**src/rtl/kbc_trap_pkg.sv**
```systemverilog
package kbc_trap_pkg;

    localparam int NUM_EV = 4;

    // event indexes: bit0 = write strobe, bit1 = command port
    localparam int EV_DATA_RD = 0;
    localparam int EV_DATA_WR = 1;
    localparam int EV_CMD_RD  = 2;
    localparam int EV_CMD_WR  = 3;

    typedef enum logic [1:0] {
        PT_IDLE = 2'd0,
        PT_CMD  = 2'd1,
        PT_DATA = 2'd2
    } pt_state_e;

    typedef struct packed {
        logic              defer_smi;  // bit 7
        logic              pt_busy;    // bit 6, read-only view
        logic              pt_en;      // bit 5
        logic              usb_en;     // bit 4
        logic [NUM_EV-1:0] trap_en;    // bits 3:0
    } ctrl_t;

    function automatic logic ev_is_write(input int idx);
        return idx[0];
    endfunction

    function automatic logic ev_is_cmd(input int idx);
        return idx[1];
    endfunction

endpackage

```
**src/rtl/kbc_io_decode.sv**
```systemverilog
module kbc_io_decode
    import kbc_trap_pkg::*;
#(
    parameter int          ADDR_W = 16,
    parameter logic [15:0] PORT_D = 16'h0060,
    parameter logic [15:0] PORT_C = 16'h0064
) (
    input  logic [ADDR_W-1:0] io_addr,
    input  logic              io_rd,
    input  logic              io_wr,
    output logic [NUM_EV-1:0] ev
);

    logic hit_d;
    logic hit_c;

    assign hit_d = (io_addr == ADDR_W'(PORT_D));
    assign hit_c = (io_addr == ADDR_W'(PORT_C));

    for (genvar i = 0; i < NUM_EV; i++) begin : g_ev
        logic port_hit;
        logic strobe;
        assign port_hit = ev_is_cmd(i)   ? hit_c : hit_d;
        assign strobe   = ev_is_write(i) ? io_wr : io_rd;
        assign ev[i]    = port_hit & strobe;
    end

endmodule

```
**src/rtl/kbc_a20_tracker.sv**
```systemverilog
module kbc_a20_tracker
    import kbc_trap_pkg::*;
#(
    parameter int          ADDR_W    = 16,
    parameter logic [15:0] PORT_D    = 16'h0060,
    parameter logic [15:0] PORT_C    = 16'h0064,
    parameter logic [7:0]  OPEN_CMD  = 8'hD1,
    parameter logic [7:0]  CLOSE_CMD = 8'hFF
) (
    input  logic              clk,
    input  logic              rst,
    input  logic              enable,
    input  logic [ADDR_W-1:0] io_addr,
    input  logic              io_rd,
    input  logic              io_wr,
    input  logic [7:0]        io_wdata,
    output logic              active,
    output logic              exempt
);

    pt_state_e st_q, st_n;
    logic hit_d, hit_c, port_rd, port_any;
    logic step_open, step_data, step_close;

    assign hit_d    = (io_addr == ADDR_W'(PORT_D));
    assign hit_c    = (io_addr == ADDR_W'(PORT_C));
    assign port_rd  = io_rd & (hit_d | hit_c);
    assign port_any = (io_rd | io_wr) & (hit_d | hit_c);

    assign step_open  = io_wr & hit_c & (io_wdata == OPEN_CMD)  & ~port_rd;
    assign step_data  = io_wr & hit_d & ~port_rd;
    assign step_close = io_wr & hit_c & (io_wdata == CLOSE_CMD) & ~port_rd;

    always_comb begin
        st_n   = st_q;
        exempt = 1'b0;
        if (!enable) begin
            st_n = PT_IDLE;
        end else begin
            case (st_q)
                PT_IDLE: begin
                    if (step_open) begin
                        st_n   = PT_CMD;
                        exempt = 1'b1;
                    end
                end
                PT_CMD: begin
                    if (step_data) begin
                        st_n   = PT_DATA;
                        exempt = 1'b1;
                    end else if (port_any) begin
                        st_n = PT_IDLE;
                    end
                end
                PT_DATA: begin
                    if (step_close) begin
                        st_n   = PT_IDLE;
                        exempt = 1'b1;
                    end else if (port_any) begin
                        st_n = PT_IDLE;
                    end
                end
                default: st_n = PT_IDLE;
            endcase
        end
    end

    always_ff @(posedge clk) begin
        if (rst) st_q <= PT_IDLE;
        else     st_q <= st_n;
    end

    assign active = (st_q != PT_IDLE);

endmodule

```
**src/rtl/kbc_trap_status.sv**
```systemverilog
module kbc_trap_status #(
    parameter int N = 4
) (
    input  logic         clk,
    input  logic         rst,
    input  logic [N-1:0] set,
    input  logic [N-1:0] clr,
    output logic [N-1:0] flags
);

    for (genvar i = 0; i < N; i++) begin : g_flag
        always_ff @(posedge clk) begin
            if (rst)         flags[i] <= 1'b0;
            else if (set[i]) flags[i] <= 1'b1;
            else if (clr[i]) flags[i] <= 1'b0;
        end
    end

endmodule

```
**src/rtl/kbc_trap_smi.sv**
```systemverilog
module kbc_trap_smi
    import kbc_trap_pkg::*;
#(
    parameter int          ADDR_W    = 16,
    parameter int          REG_W     = 16,
    parameter int          STAT_LSB  = 8,
    parameter logic [15:0] PORT_D    = 16'h0060,
    parameter logic [15:0] PORT_C    = 16'h0064,
    parameter logic [7:0]  OPEN_CMD  = 8'hD1,
    parameter logic [7:0]  CLOSE_CMD = 8'hFF
) (
    input  logic              clk,
    input  logic              rst,
    input  logic [ADDR_W-1:0] io_addr,
    input  logic              io_rd,
    input  logic              io_wr,
    input  logic [7:0]        io_wdata,
    input  logic              usb_irq,
    input  logic              reg_sel,
    input  logic              reg_we,
    input  logic [REG_W-1:0]  reg_wdata,
    output logic [REG_W-1:0]  reg_rdata,
    output logic              smi_req
);

    localparam int CTRL_W = $bits(ctrl_t);

    ctrl_t             ctrl_q;
    logic [NUM_EV-1:0] ev;
    logic [NUM_EV-1:0] ev_set;
    logic [NUM_EV-1:0] clr_mask;
    logic [NUM_EV-1:0] stat_flags;
    logic              pt_active;
    logic              pt_exempt;
    logic              smi_raw;
    ctrl_t             ctrl_view;

    // control register, bit 6 is never stored
    always_ff @(posedge clk) begin
        if (rst) begin
            ctrl_q <= '0;
        end else if (reg_we && !reg_sel) begin
            ctrl_q         <= ctrl_t'(reg_wdata[CTRL_W-1:0]);
            ctrl_q.pt_busy <= 1'b0;
        end
    end

    kbc_io_decode #(
        .ADDR_W (ADDR_W),
        .PORT_D (PORT_D),
        .PORT_C (PORT_C)
    ) u_decode (
        .io_addr (io_addr),
        .io_rd   (io_rd),
        .io_wr   (io_wr),
        .ev      (ev)
    );

    kbc_a20_tracker #(
        .ADDR_W    (ADDR_W),
        .PORT_D    (PORT_D),
        .PORT_C    (PORT_C),
        .OPEN_CMD  (OPEN_CMD),
        .CLOSE_CMD (CLOSE_CMD)
    ) u_tracker (
        .clk      (clk),
        .rst      (rst),
        .enable   (ctrl_q.pt_en),
        .io_addr  (io_addr),
        .io_rd    (io_rd),
        .io_wr    (io_wr),
        .io_wdata (io_wdata),
        .active   (pt_active),
        .exempt   (pt_exempt)
    );

    assign ev_set   = ev & {NUM_EV{~pt_exempt}};
    assign clr_mask = (reg_we && reg_sel) ? reg_wdata[STAT_LSB +: NUM_EV] : '0;

    kbc_trap_status #(
        .N (NUM_EV)
    ) u_status (
        .clk   (clk),
        .rst   (rst),
        .set   (ev_set),
        .clr   (clr_mask),
        .flags (stat_flags)
    );

    always_comb begin
        ctrl_view         = ctrl_q;
        ctrl_view.pt_busy = pt_active;
        reg_rdata         = '0;
        if (reg_sel) reg_rdata[STAT_LSB +: NUM_EV] = stat_flags;
        else         reg_rdata[CTRL_W-1:0]         = ctrl_view;
    end

    assign smi_raw = (|(stat_flags & ctrl_q.trap_en)) | (ctrl_q.usb_en & usb_irq);
    assign smi_req = smi_raw & ~(ctrl_q.defer_smi & pt_active);

endmodule

```
**config.mk**
```make
export PLATFORM = sky130hd
export DESIGN_NAME = kbc_trap_smi
export DESIGN_NICKNAME = d
export VERILOG_FILES = /design/src/rtl/kbc_trap_pkg.sv /design/src/rtl/kbc_io_decode.sv /design/src/rtl/kbc_a20_tracker.sv /design/src/rtl/kbc_trap_status.sv /design/src/rtl/kbc_trap_smi.sv
export SDC_FILE = /design/constraint.sdc
export NUM_CORES = 1
export LEC_CHECK = 0
export CORE_UTILIZATION = 59
export DETAILED_ROUTE_END_ITERATION = 10
export DONT_BUFFER_PORTS = 1
export PLACE_DENSITY = 0.83
export RECOVER_POWER = 25
export SKIP_CTS_REPAIR_TIMING = 1
export SKIP_LAST_GASP = 1
export SLEW_MARGIN = 25
export SYNTH_ARGS = -nofsm -noshare
export SYNTH_HDL_FRONTEND = slang
export SYNTH_SLANG_ARGS = --single-unit
```
**constraint.sdc**
```tcl
create_clock -name clk -period 1.4 [get_ports clk]
set_input_delay 0.28 -clock clk [delete_from_list [all_inputs] [get_ports clk]]
set_output_delay 0.28 -clock clk [all_outputs]
set_load 0.05 [all_outputs]
```
[Word-level counts from Yosys, hierarchy flattened]
Cells that the tools add are included.
Operators by class
  reduce and logical (&&, ||, !) cells: 11
  mux-type cells: 21
  bitwise logic cells: 23
  equal/unequal tests: 7
Operators with widths (number)
  $eq A16 B7 Y1 const B: 2
  $eq A8 B8 Y1 const B: 2
  $and A1 B1 Y1: 14
  $mux W1: 12
  $reduce_bool A2 Y1: 5
  $and A4 B4 Y4: 2
  $mux W2: 4
  $mux W4: 2
  $mux W8: 1
  $pmux W2 S3: 1
  $not A1 Y1: 4
  $reduce_or A4 Y1: 1
  $or A1 B1 Y1: 3
  $pmux W1 S3: 1
  $eq A2 B1 Y1 const B: 1
  $eq A2 B2 Y1 const B: 1
  $logic_and A1 B1 Y1: 2
  $logic_not A2 Y1: 1
  $ne A2 B1 Y1 const B: 1
  $reduce_or A2 Y1: 1
  $logic_not A1 Y1: 1
Storage, ports and cells
  input bits: 47
  bits in registers: 13
  output and inout bits: 17

[Longest topological paths before layout]
Gate-level depths: netlist (run 1).
  word-level depth: 11
  mapped depth: 5
  depth with buffers taken out: 4

[Modules after synthesis]
A second synthesis (run 1) with hierarchy kept.
Second synthesis, totals
  cell total of the unflattened synthesis: 109
  area total of the unflattened synthesis: 927.1 µm²
By module, submodules not included
  kbc_trap_smi: area each 454.2 µm², seq. area each 140.1 µm², times used 1, cells each 52
  kbc_a20_tracker: area each 234.0 µm², seq. area each 40.0 µm², times used 1, cells each 30
  kbc_trap_status: area each 140.1 µm², seq. area each 80.1 µm², times used 1, cells each 16
  kbc_io_decode: area each 98.8 µm², seq. area each 0.0 µm², times used 1, cells each 11

[Least setup slack after synthesis (run 1)]
Ideal clock, no wire load.
  path type: register to output
  from: register u_tracker.st_q[1]
  to: output smi_req
  arrival time: 1.276 ns
  buffers on the path: 0
  data required time: 1.120 ns
  cell stages (with the launch flop): 4
  slack: -0.156 ns
  cells stage by stage: dfxtp_1 > nor2_1 > nor2b_1 > a21oi_1
Between the ends
  word-level cells in the longest chain between the ends: 4
Ends and longest elaborated chain
  start: declaration: RTL line kbc_a20_tracker.sv:21  | pt_state_e st_q, st_n;
  start signal: assignment: RTL line kbc_a20_tracker.sv:70  | else st_q <= st_n;
  $reduce_bool A2 Y1: RTL line kbc_a20_tracker.sv:73  | assign active = (st_q != PT_IDLE);
  $and A1 B1 Y1: RTL line kbc_trap_smi.sv:99  | assign smi_req = smi_raw & ~(ctrl_q.defer_smi & pt_active);
  $not A1 Y1: RTL line kbc_trap_smi.sv:99
  $and A1 B1 Y1: RTL line kbc_trap_smi.sv:99
  end: declaration: RTL line kbc_trap_smi.sv:23  | output logic smi_req
Every way passes these cells.

[Worst setup path after layout (run 1)]
  from: register ctrl_q[3] in the netlist's numbering
  to: output smi_req
Between the ends
  word-level cells in the longest chain between the ends: 4
Ends and longest elaborated chain
  start: declaration: RTL line kbc_trap_smi.sv:28  | ctrl_t ctrl_q;
  start signal: assignment: RTL line kbc_trap_smi.sv:43  | ctrl_q <= ctrl_t'(reg_wdata[CTRL_W-1:0]);
  $and A4 B4 Y4: RTL line kbc_trap_smi.sv:98  | assign smi_raw = (|(stat_flags & ctrl_q.trap_en)) | (ctrl_q.usb_en & usb_irq);
  $reduce_or A4 Y1: RTL line kbc_trap_smi.sv:98
  $or A1 B1 Y1: RTL line kbc_trap_smi.sv:98
  $and A1 B1 Y1: RTL line kbc_trap_smi.sv:99
Every way passes these cells.

==> results of run 1 <==
[kinds of logic after synthesis]
family / after synthesis / synth area share, %
AND/OR/NAND/NOR: 51 / 39.1
flip-flops: 13 / 33.4
AO/OA/AOI/OAI: 11 / 11.6
buffers and inverters: 8 / 6.43
multiplexers: 7 / 9.00
other: 1 / 0.482
[power breakdown]
| part | leakage [nW] | switching [mW] | internal [mW] |
|---|---|---|---|
| Sequential | 0.108 | 0.00731 | 0.379 |
| Combinational | 0.228 | 0.0697 | 0.0406 |
| Clock | 0.0150 | 0.119 | 0.111 |
[routing by layer]
metal  vias up  global-route usage, %
met5         -                      0
met4         0                   12.5
met3         4                   9.88
met2        50                   48.3
met1       344                   28.8
li1        347                      -
[flip-flops by register name, summed over array words and instances (netlist names)]
register        cells
ctrl_q              7
u_tracker.st_q      2
u_status.flags      4
[final cells by class]
class	instances	area, um^2	share of cell area, %
repair buffers	14	114	12.6
flip-flops and latches	13	265	29.2
multi-input cells	73	484	53.4
well taps	14	17.5	1.93
clock buffers	4	26.3	2.90
[cell usage in the layout (no fill, tap or decap), types with 2 or more instances in the layout]
cell type / Yosys / routed
nor2_1: 9 / 9
nand3b_1: 4 / 4
clkbuf_1: 2 / 2
nor3b_1: 2 / 2
mux2i_1: 7 / 7
dfxtp_1: 13 / 9
nor4_1: 2 / 2
buf_4: 5 / 12
a21oi_1: 3 / 2
and2_1: 4 / 3
nand2_1: 6 / 6
and4_1: 2 / 2
clkbuf_4: 0 / 3
dfxtp_2: 0 / 4
nand4b_1: 2 / 2
nand3_1: 6 / 6
conb_1: 1 / 4
nor2b_1: 10 / 10
[worst paths after layout]
path / startpoint / to / slack, ns / cells past startpoint
max reg2reg: ctrl_q[5] / u_tracker.st_q[1] / 0.33 / 4
min: rst / ctrl_q[3] / 0.06 / 1
min reg2reg: u_status.flags[1] / u_status.flags[1] / 0.48 / 2
max: ctrl_q[3] / smi_req / -0.17 / 3
[worst max-delay path, stage by stage (launching register included)]
cell and delay [ns]:
dfxtp_2 0.32, a222oi_1 0.40, a21oi_2 0.13, buf_12 0.16
[per-stage QoR]
| step | cells | TNS (ns) |
|---|---|---|
| after global routing | 118 | -0.260 |
| final | 118 | -0.166 |
| after floorplan | 94 | -0.145 |
| after detailed placement | 113 | 0 |
| after global placement | 113 | 0 |
| after CTS | 117 | -0.182 |
==> summary.txt, run 1 <==
Synth
  • Area fraction of the dominant cell type after synthesis: 33.4%
  • Synth Instances: 91
  • Distinct cells, synth: 29
  • Ys flop type: dfxtp_1
  • Post-synth top area cell: dfxtp_1
  • Top cells by count, synth: 13 x dfxtp_1, 10 x nor2b_1, 9 x nor2_1
  • Synth area leaders: dfxtp_1 33%, mux2i_1 9.0%, nor2b_1 8.0%, buf_4 4.8%, nor2_1 4.3%
  • Most numerous cell in the Yosys netlist: dfxtp_1
  • Ys Warns: 0
  • Sequential fraction of the synthesis area: 33.4%
  • Synthesized area: 778 um^2
  • FFs w/ async S/R, synth: 0%
  • Syn Area/Cell: 8.55 um^2
  • #FFs+latches synth: 13
  • Post-synth EDFFs: 0

STA
  • Period utilization: 112%
  • RSZ-0062 raised after global routing: yes
  • Final setup fails: 1
  • Max-slew violations: 0
  • Maximum clock rate: 638 MHz
  • Worst Skew: 0.000467 ns
  • Actual slew at the worst max-slew pin: 0.511 ns
  • Final hold vios: 0
  • Max-Slew Margin vs Limit: 66.0%
  • WHS: 0.0605 ns
  • PnR worst setup slack: -0.166 ns
  • Final critical-path required period: 1.57 ns

Floorplanning
  • FP Rows: 12
  • Core area: 1170 um^2
  • Die area: 1470 um^2
  • Die Y-Extent: 38.3 um
  • Initial core utilization: 66.5%
  • I/O pin count: 64
  • Die X-Extent: 38.3 um

Final layout
  • Share of cells above drive strength 1: 24.0%
  • Post-layout util: 77.5%
  • Final-stage net count: 152
  • N_diodes: 0
  • Syn-to-layout area delta: 16.6%
  • Final instance area: 907 um^2
  • Layout fillers: 92

Clock tree
  • Root Driver: clkbuf_4
  • Clock-pin slew on the worst setup and hold paths: 0.07 ns
  • H-tree levels: 1
  • Maximum buffer depth of the clock tree: 2
  • CTS sink count: 13
  • CTS buffer count: 3
  • Worst-Skew Late Latency: 0.28 ns
  • CTS tree: built

Routing
  • Top sig layer: met4
  • Vias per cell: 6.31
  • Initial drt markers: 17
  • Vias post-DR: 745
  • Total routed wirelength: 1850 um
  • Pre-antenna DRT Iters: 5
  • Met3 routed WL: 167 um
  • Drc violations: 0
  • Met1 WL: 664 um
  • WL/cell: 15.7 um
  • Routed wl met2: 983 um
  • Antenna viol nets, final: 0

Placement
  • Placed Instance Area: 871 um^2
  • Pre-CTS WS: 0.0658 ns
  • RePlAce Congestion: 0.904
  • IO Port Bufs: 0
  • DP HPWL: 1430 um

Hold path
  • Worst min-delay path class: in2reg

Critical path
  • CP Data Required Time: 1.12 ns
  • Worst-path maximum fanout: 2
  • CP endpoint kind: output pin
  • CP Class: reg2out
  • WP data arrival: 1.29 ns
  • Crit start category: flip-flop

Pwr
  • Power Dens Cells: 801 nW/um^2
  • LEAKAGE: 0.350 nW
  • Peak supply drop: 0.000630 V
  • Final Power: 0.727 mW

Global routing
  • Total gr overflow: 0
  • First-pass GRT wire length: 2680 um
  • Largest net degree at the start of global routing: 18
  • Number of global-route vias before repair: 650
  • GR Util All Layers: 27.5%
  • Initial antenna violation count: 0

Run status
  • Status: finished with violations
  • Failing checks: negative setup slack

Flow run
  • Max_cap viols: 0
Power figures use the tool's default switching activity.
==> run 2: changes to the inputs <==
==> constraint.sdc (replaced) <==
create_clock -name clk -period 1.6 [get_ports clk]
set_input_delay 0.32 -clock clk [delete_from_list [all_inputs] [get_ports clk]]
set_output_delay 0.32 -clock clk [all_outputs]
set_load 0.05 [all_outputs]
==> summary.txt, run 2 (synthesized netlist as in run 1, its figures left out) <==
Global routing
  • First-pass GRT wire length: 2350 um (was 2680 um)
  • GR Util All Layers: 23.8% (was 27.5%)
  • Total gr overflow: 0 (unchanged)
  • Largest net degree at the start of global routing: 18 (unchanged)
  • Initial antenna violation count: 0 (unchanged)
  • Number of global-route vias before repair: 572 (was 650)

Final layout
  • Most frequent cells in the layout: 12 x dfxtp_1, 10 x nor2b_1, 9 x nor2_1, 9 x buf_4, 7 x mux2i_1 (was 12 x buf_4, 10 x nor2b_1, 9 x nor2_1, 9 x dfxtp_1, 7 x mux2i_1)
  • Top reg by flops: ctrl_q (unchanged)
  • N_diodes: 0 (unchanged)
  • Number of flip-flops in the largest register: 7 (unchanged)
  • Most common cell after layout, fill and taps aside: dfxtp_1 (was buf_4)
  • Final instance area: 860 um^2 (was 907 um^2)
  • Share of cells above drive strength 1: 15.8% (was 24.0%)
  • Post-layout util: 73.4% (was 77.5%)
  • Largest regs: ctrl_q (7), u_status.flags (4), u_tracker.st_q (2) (unchanged)
  • Syn-to-layout area delta: 10.5% (was 16.6%)
  • Final-stage net count: 149 (was 152)

Placement
  • Placed Instance Area: 840 um^2 (was 871 um^2)
  • RePlAce Congestion: 0.756 (was 0.904)
  • DP HPWL: 1310 um (was 1430 um)
  • IO Port Bufs: 0 (unchanged)

Floorplanning
  • I/O pin count: 64 (unchanged)
  • Initial core utilization: 66.5% (unchanged)
  • Die X-Extent: 38.3 um (unchanged)
  • Core area: 1170 um^2 (unchanged)
  • Die Y-Extent: 38.3 um (unchanged)
  • Die area: 1470 um^2 (unchanged)
  • FP Rows: 12 (unchanged)

Clock tree
  • CTS sink count: 13 (unchanged)
  • Maximum buffer depth of the clock tree: 2 (unchanged)
  • H-tree levels: 1 (unchanged)
  • Worst-Skew Late Latency: 0.28 ns (about the same)
  • CTS buffer count: 3 (unchanged)
  • Root Driver: clkbuf_4 (unchanged)
  • CTS tree: built (unchanged)
  • Clock-pin slew on the worst setup and hold paths: 0.08 ns (was 0.07 ns)

Critical path
  • CP endpoint kind: output pin (unchanged)
  • Worst-path maximum fanout: 3 (was 2)
  • CP Data Required Time: 1.28 ns (was 1.12 ns)
  • WP data arrival: 1.26 ns (was 1.29 ns)
  • CP Class: reg2out (unchanged)
  • Crit start category: flip-flop (unchanged)

Routing
  • Vias per cell: 5.99 (was 6.31)
  • Pre-antenna DRT Iters: 4 (was 5)
  • Vias post-DR: 689 (was 745)
  • Total routed wirelength: 1670 um (was 1850 um)
  • WL/cell: 14.5 um (was 15.7 um)
  • Antenna viol nets, final: 0 (unchanged)
  • Initial drt markers: 15 (was 17)
  • Drc violations: 0 (unchanged)

Pwr
  • LEAKAGE: 0.325 nW (was 0.350 nW)
  • Peak supply drop: 0.000525 V (was 0.000630 V)
  • Power Dens Cells: 740 nW/um^2 (was 801 nW/um^2)

STA
  • RSZ-0062 raised after global routing: yes (unchanged)
  • WHS: 0.0987 ns (was 0.0605 ns)
  • Final setup fails: 0 (was 1)
  • Final setup TNS: 0 ns (was -0.166 ns)
  • Final hold vios: 0 (unchanged)
  • Worst Skew: 0.000304 ns (was 0.000467 ns)
  • Max-slew violations: 0 (unchanged)
  • Final critical-path required period: 1.58 ns
  • Period utilization: 98.4%
  • Maximum clock rate: 635 MHz

Run status
  • Status: complete, no violations (was finished with violations)

Flow run
  • Max_cap viols: 0 (unchanged)

Hold path
  • Worst min-delay path class: in2reg (unchanged)
-- run 2: worst max-delay path: stages, from the launching register on --
cell and delay (ns):
dfxtp_2 0.33, a222oi_1 0.33, a21oi_1 0.12, buf_4 0.20
-- run 2: power breakdown --
group / switching (mW) / internal, mW
Clock: 0.109 / 0.0967
Combinational: 0.0592 / 0.0326
Sequential: 0.00629 / 0.332
Total: 0.174 / 0.461
-- run 2: layout make-up --
class                      instances  area (um^2)
multi-input combinational         73          479
fill                              99          312
sequential                        13          262
timing repair buffer              11         75.1
clock buffer                       4         26.3
tap                               14         17.5
-- run 2: metrics by stage --
step / worst slack [ns] / std cells / total power [mW]
floorplan: 0.00409 / 94 / 0.435
global placement: 0.245 / 111 / 0.437
detailed placement: 0.231 / 111 / 0.440
CTS: 0.00549 / 115 / 0.642
global route: -0.0285 / 115 / 0.654
finish: 0.0249 / 115 / 0.636
-- run 2: routing by layer --
metal | GRT usage (%) | part of all wire (%) | vias up | wire length, um
li1 | - | - | 340 | -
met1 | 29.9 | 44 | 321 | 729
met2 | 37.3 | 52 | 26 | 864
met3 | 3.49 | 4.0 | 2 | 67
met4 | 16.1 | 0.60 | 0 | 10
met5 | 0 | 0 | - | 0
-- run 2: worst paths after layout --
path | from | to | slack, ns | cells past startpoint
max | ctrl_q[3] | smi_req | 0.02 | 3
min | rst | u_status.flags[2] | 0.1 | 1
max reg2reg | ctrl_q[5] | u_tracker.st_q[1] | 0.51 | 4
min reg2reg | u_status.flags[0] | u_status.flags[0] | 0.46 | 2
==> run 3: changes to the inputs <==
--- a/config.mk
+++ b/config.mk
@@ -5,10 +5,13 @@
 export SDC_FILE = /design/constraint.sdc
 export NUM_CORES = 1
 export LEC_CHECK = 0
-export CORE_UTILIZATION = 59
+export CAP_MARGIN = 10
+export CELL_PAD_IN_SITES_DETAIL_PLACEMENT = 1
+export CELL_PAD_IN_SITES_GLOBAL_PLACEMENT = 2
+export CORE_UTILIZATION = 29
 export DETAILED_ROUTE_END_ITERATION = 10
 export DONT_BUFFER_PORTS = 1
-export PLACE_DENSITY = 0.83
+export PLACE_DENSITY = 0.81
 export RECOVER_POWER = 25
 export SKIP_CTS_REPAIR_TIMING = 1
 export SKIP_LAST_GASP = 1
==> summary.txt, run 3 (synthesized netlist as in run 1, its figures left out) <==
STA
  • WHS: 0.108 ns (was 0.0987 ns)
  • Worst Skew: 0.00117 ns (was 0.000304 ns)
  • Final setup fails: 0 (unchanged)
  • Final critical-path required period: 1.55 ns (was 1.58 ns)
  • Max-Slew Margin vs Limit: 65.4%
  • Maximum clock rate: 646 MHz (was 635 MHz)
  • Final hold vios: 0 (unchanged)
  • Max-slew violations: 0 (unchanged)
  • RSZ-0062 raised after global routing: yes (unchanged)
  • Actual slew at the worst max-slew pin: 0.518 ns
  • Period utilization: 96.7% (was 98.4%)

Routing
  • Total routed wirelength: 1960 um (was 1670 um)
  • Vias post-DR: 688 (was 689)
  • Pre-antenna DRT Iters: 4 (unchanged)
  • Initial drt markers: 5 (was 15)
  • Antenna viol nets, final: 0 (unchanged)
  • WL/cell: 14.9 um (was 14.5 um)
  • Drc violations: 0 (unchanged)
  • Vias per cell: 5.25 (was 5.99)

Pwr
  • Clock power frac: 31.7% (was 32.3%)
  • Final Power: 0.632 mW (was 0.636 mW)
  • LEAKAGE: 0.329 nW (was 0.325 nW)
  • P_int: 0.462 mW (was 0.461 mW)
  • Combinational cell fraction of total power: 14.8% (was 14.4%)
  • Peak supply drop: 0.000252 V (was 0.000525 V)
  • Sw frac: 26.8% (was 27.4%)
  • Psw: 0.169 mW (was 0.174 mW)
  • Flop pwr share: 53.5% (was 53.2%)
  • Power Dens Cells: 714 nW/um^2 (was 740 nW/um^2)

Final layout
  • Number of flip-flops in the largest register: 7 (unchanged)
  • Most frequent cells in the layout: 11 x dfxtp_1, 10 x nor2b_1, 10 x buf_4, 9 x nor2_1, 7 x mux2i_1 (was 12 x dfxtp_1, 10 x nor2b_1, 9 x nor2_1, 9 x buf_4, 7 x mux2i_1)
  • Layout fillers: 305 (was 99)
  • Final instance area: 885 um^2 (was 860 um^2)
  • Most common cell after layout, fill and taps aside: dfxtp_1 (unchanged)
  • Final-stage net count: 149 (unchanged)
  • N_diodes: 0 (unchanged)
  • Syn-to-layout area delta: 13.7% (was 10.5%)
  • FF/Latch Area: 263 um^2 (was 262 um^2)
  • Post-layout util: 35.4% (was 73.4%)
  • Area occupied by multi-input gates: 479 um^2 (unchanged)
  • Top reg by flops: ctrl_q (unchanged)
  • Largest regs: ctrl_q (7), u_status.flags (4), u_tracker.st_q (2) (unchanged)
  • Share of cells above drive strength 1: 17.8% (was 15.8%)

Floorplanning
  • Die X-Extent: 53.8 um (was 38.3 um)
  • FP Rows: 18 (was 12)
  • Core area: 2500 um^2 (was 1170 um^2)
  • I/O pin count: 64 (unchanged)
  • Die Y-Extent: 53.8 um (was 38.3 um)
  • Die area: 2890 um^2 (was 1470 um^2)
  • Initial core utilization: 31.1% (was 66.5%)

Clock tree
  • Worst-Skew Late Latency: 0.27 ns (was 0.28 ns)
  • CTS tree: built (unchanged)
  • Maximum buffer depth of the clock tree: 2 (unchanged)
  • CTS sink count: 13 (unchanged)
  • H-tree levels: 1 (unchanged)
  • CTS buffer count: 3 (unchanged)
  • Root Driver: clkbuf_4 (unchanged)
  • Clock-pin slew on the worst setup and hold paths: 0.08 ns (about the same)

Global routing
  • Total gr overflow: 0 (unchanged)
  • Number of global-route vias before repair: 697 (was 572)
  • Largest net degree at the start of global routing: 18 (unchanged)
  • GR Util All Layers: 14.2% (was 23.8%)
  • First-pass GRT wire length: 2880 um (was 2350 um)
  • Initial antenna violation count: 0 (unchanged)

Critical path
  • CP peak stage delay: 0.33 ns (about the same)
  • CP Data Required Time: 1.28 ns (about the same)
  • WP buf/inv: 1 (unchanged)
  • Crit start category: flip-flop (unchanged)
  • CP Class: reg2out (unchanged)
  • Critical-path top delay cell: a222oi_1 (was dfxtp_2)
  • Worst-path maximum fanout: 2 (was 3)
  • Delay-heaviest family, CP: compound AO/OA/AOI/OAI gates (unchanged)
  • CP endpoint kind: output pin (unchanged)
  • Critical path cell sequence: a222oi_1 > a21oi_1 > buf_4 (unchanged)
  • WP data arrival: 1.23 ns (was 1.26 ns)

Placement
  • Placed Instance Area: 852 um^2 (was 840 um^2)
  • DP HPWL: 1620 um (was 1310 um)
  • RePlAce Congestion: 0.727 (was 0.756)
  • IO Port Bufs: 0 (unchanged)

Hold path
  • Worst min-delay path class: in2reg (unchanged)

Run status
  • Status: complete, no violations (unchanged)

Flow run
  • Max_cap viols: 0 (unchanged)
## run 3: per-layer routing
layer  GRT usage (%)  up-vias  share of wire (%)
li1                -      341                  -
met1            14.8      298                 41
met2            25.7       47                 48
met3            3.95        2                 11
met4            6.58        0               0.31
met5               0        -                  0
## run 3: power groups by stage
stage                     clock, mW  combinational [mW]  sequential, mW
after floorplan                   0              0.0914           0.344
after global placement            0              0.0912           0.345
after detailed placement          0              0.0933           0.346
after CTS                     0.211              0.0934           0.338
after global routing          0.222              0.0995           0.340
final                         0.200              0.0936           0.338
## run 3: per-stage QoR
step,setup WS [ns],instances,TNS (ns)
after detailed placement,0.233,126,0
after CTS,0.0101,130,0
after floorplan,0.00409,94,0
final,0.0524,131,0
after global routing,-0.0507,131,-0.0507
after global placement,0.235,126,0
## run 3: final cells by class
class | instances | share of cell area [%]
Sequential cell | 13 | 29.7
Tap cell | 30 | 4.24
Timing Repair Buffer | 11 | 8.91
Clock buffer | 4 | 2.97
Multi-Input combinational cell | 73 | 54.2
## run 3: path summary, 6_finish.rpt
check / startpoint / endpoint / slack (ns) / depth (start not counted)
worst min register to register: u_status.flags[0] / u_status.flags[0] / 0.49 / 2
worst min-delay path: rst / ctrl_q[3] / 0.11 / 1
worst max register to register: ctrl_q[5] / u_tracker.st_q[1] / 0.51 / 4
worst max-delay path: ctrl_q[3] / smi_req / 0.05 / 3
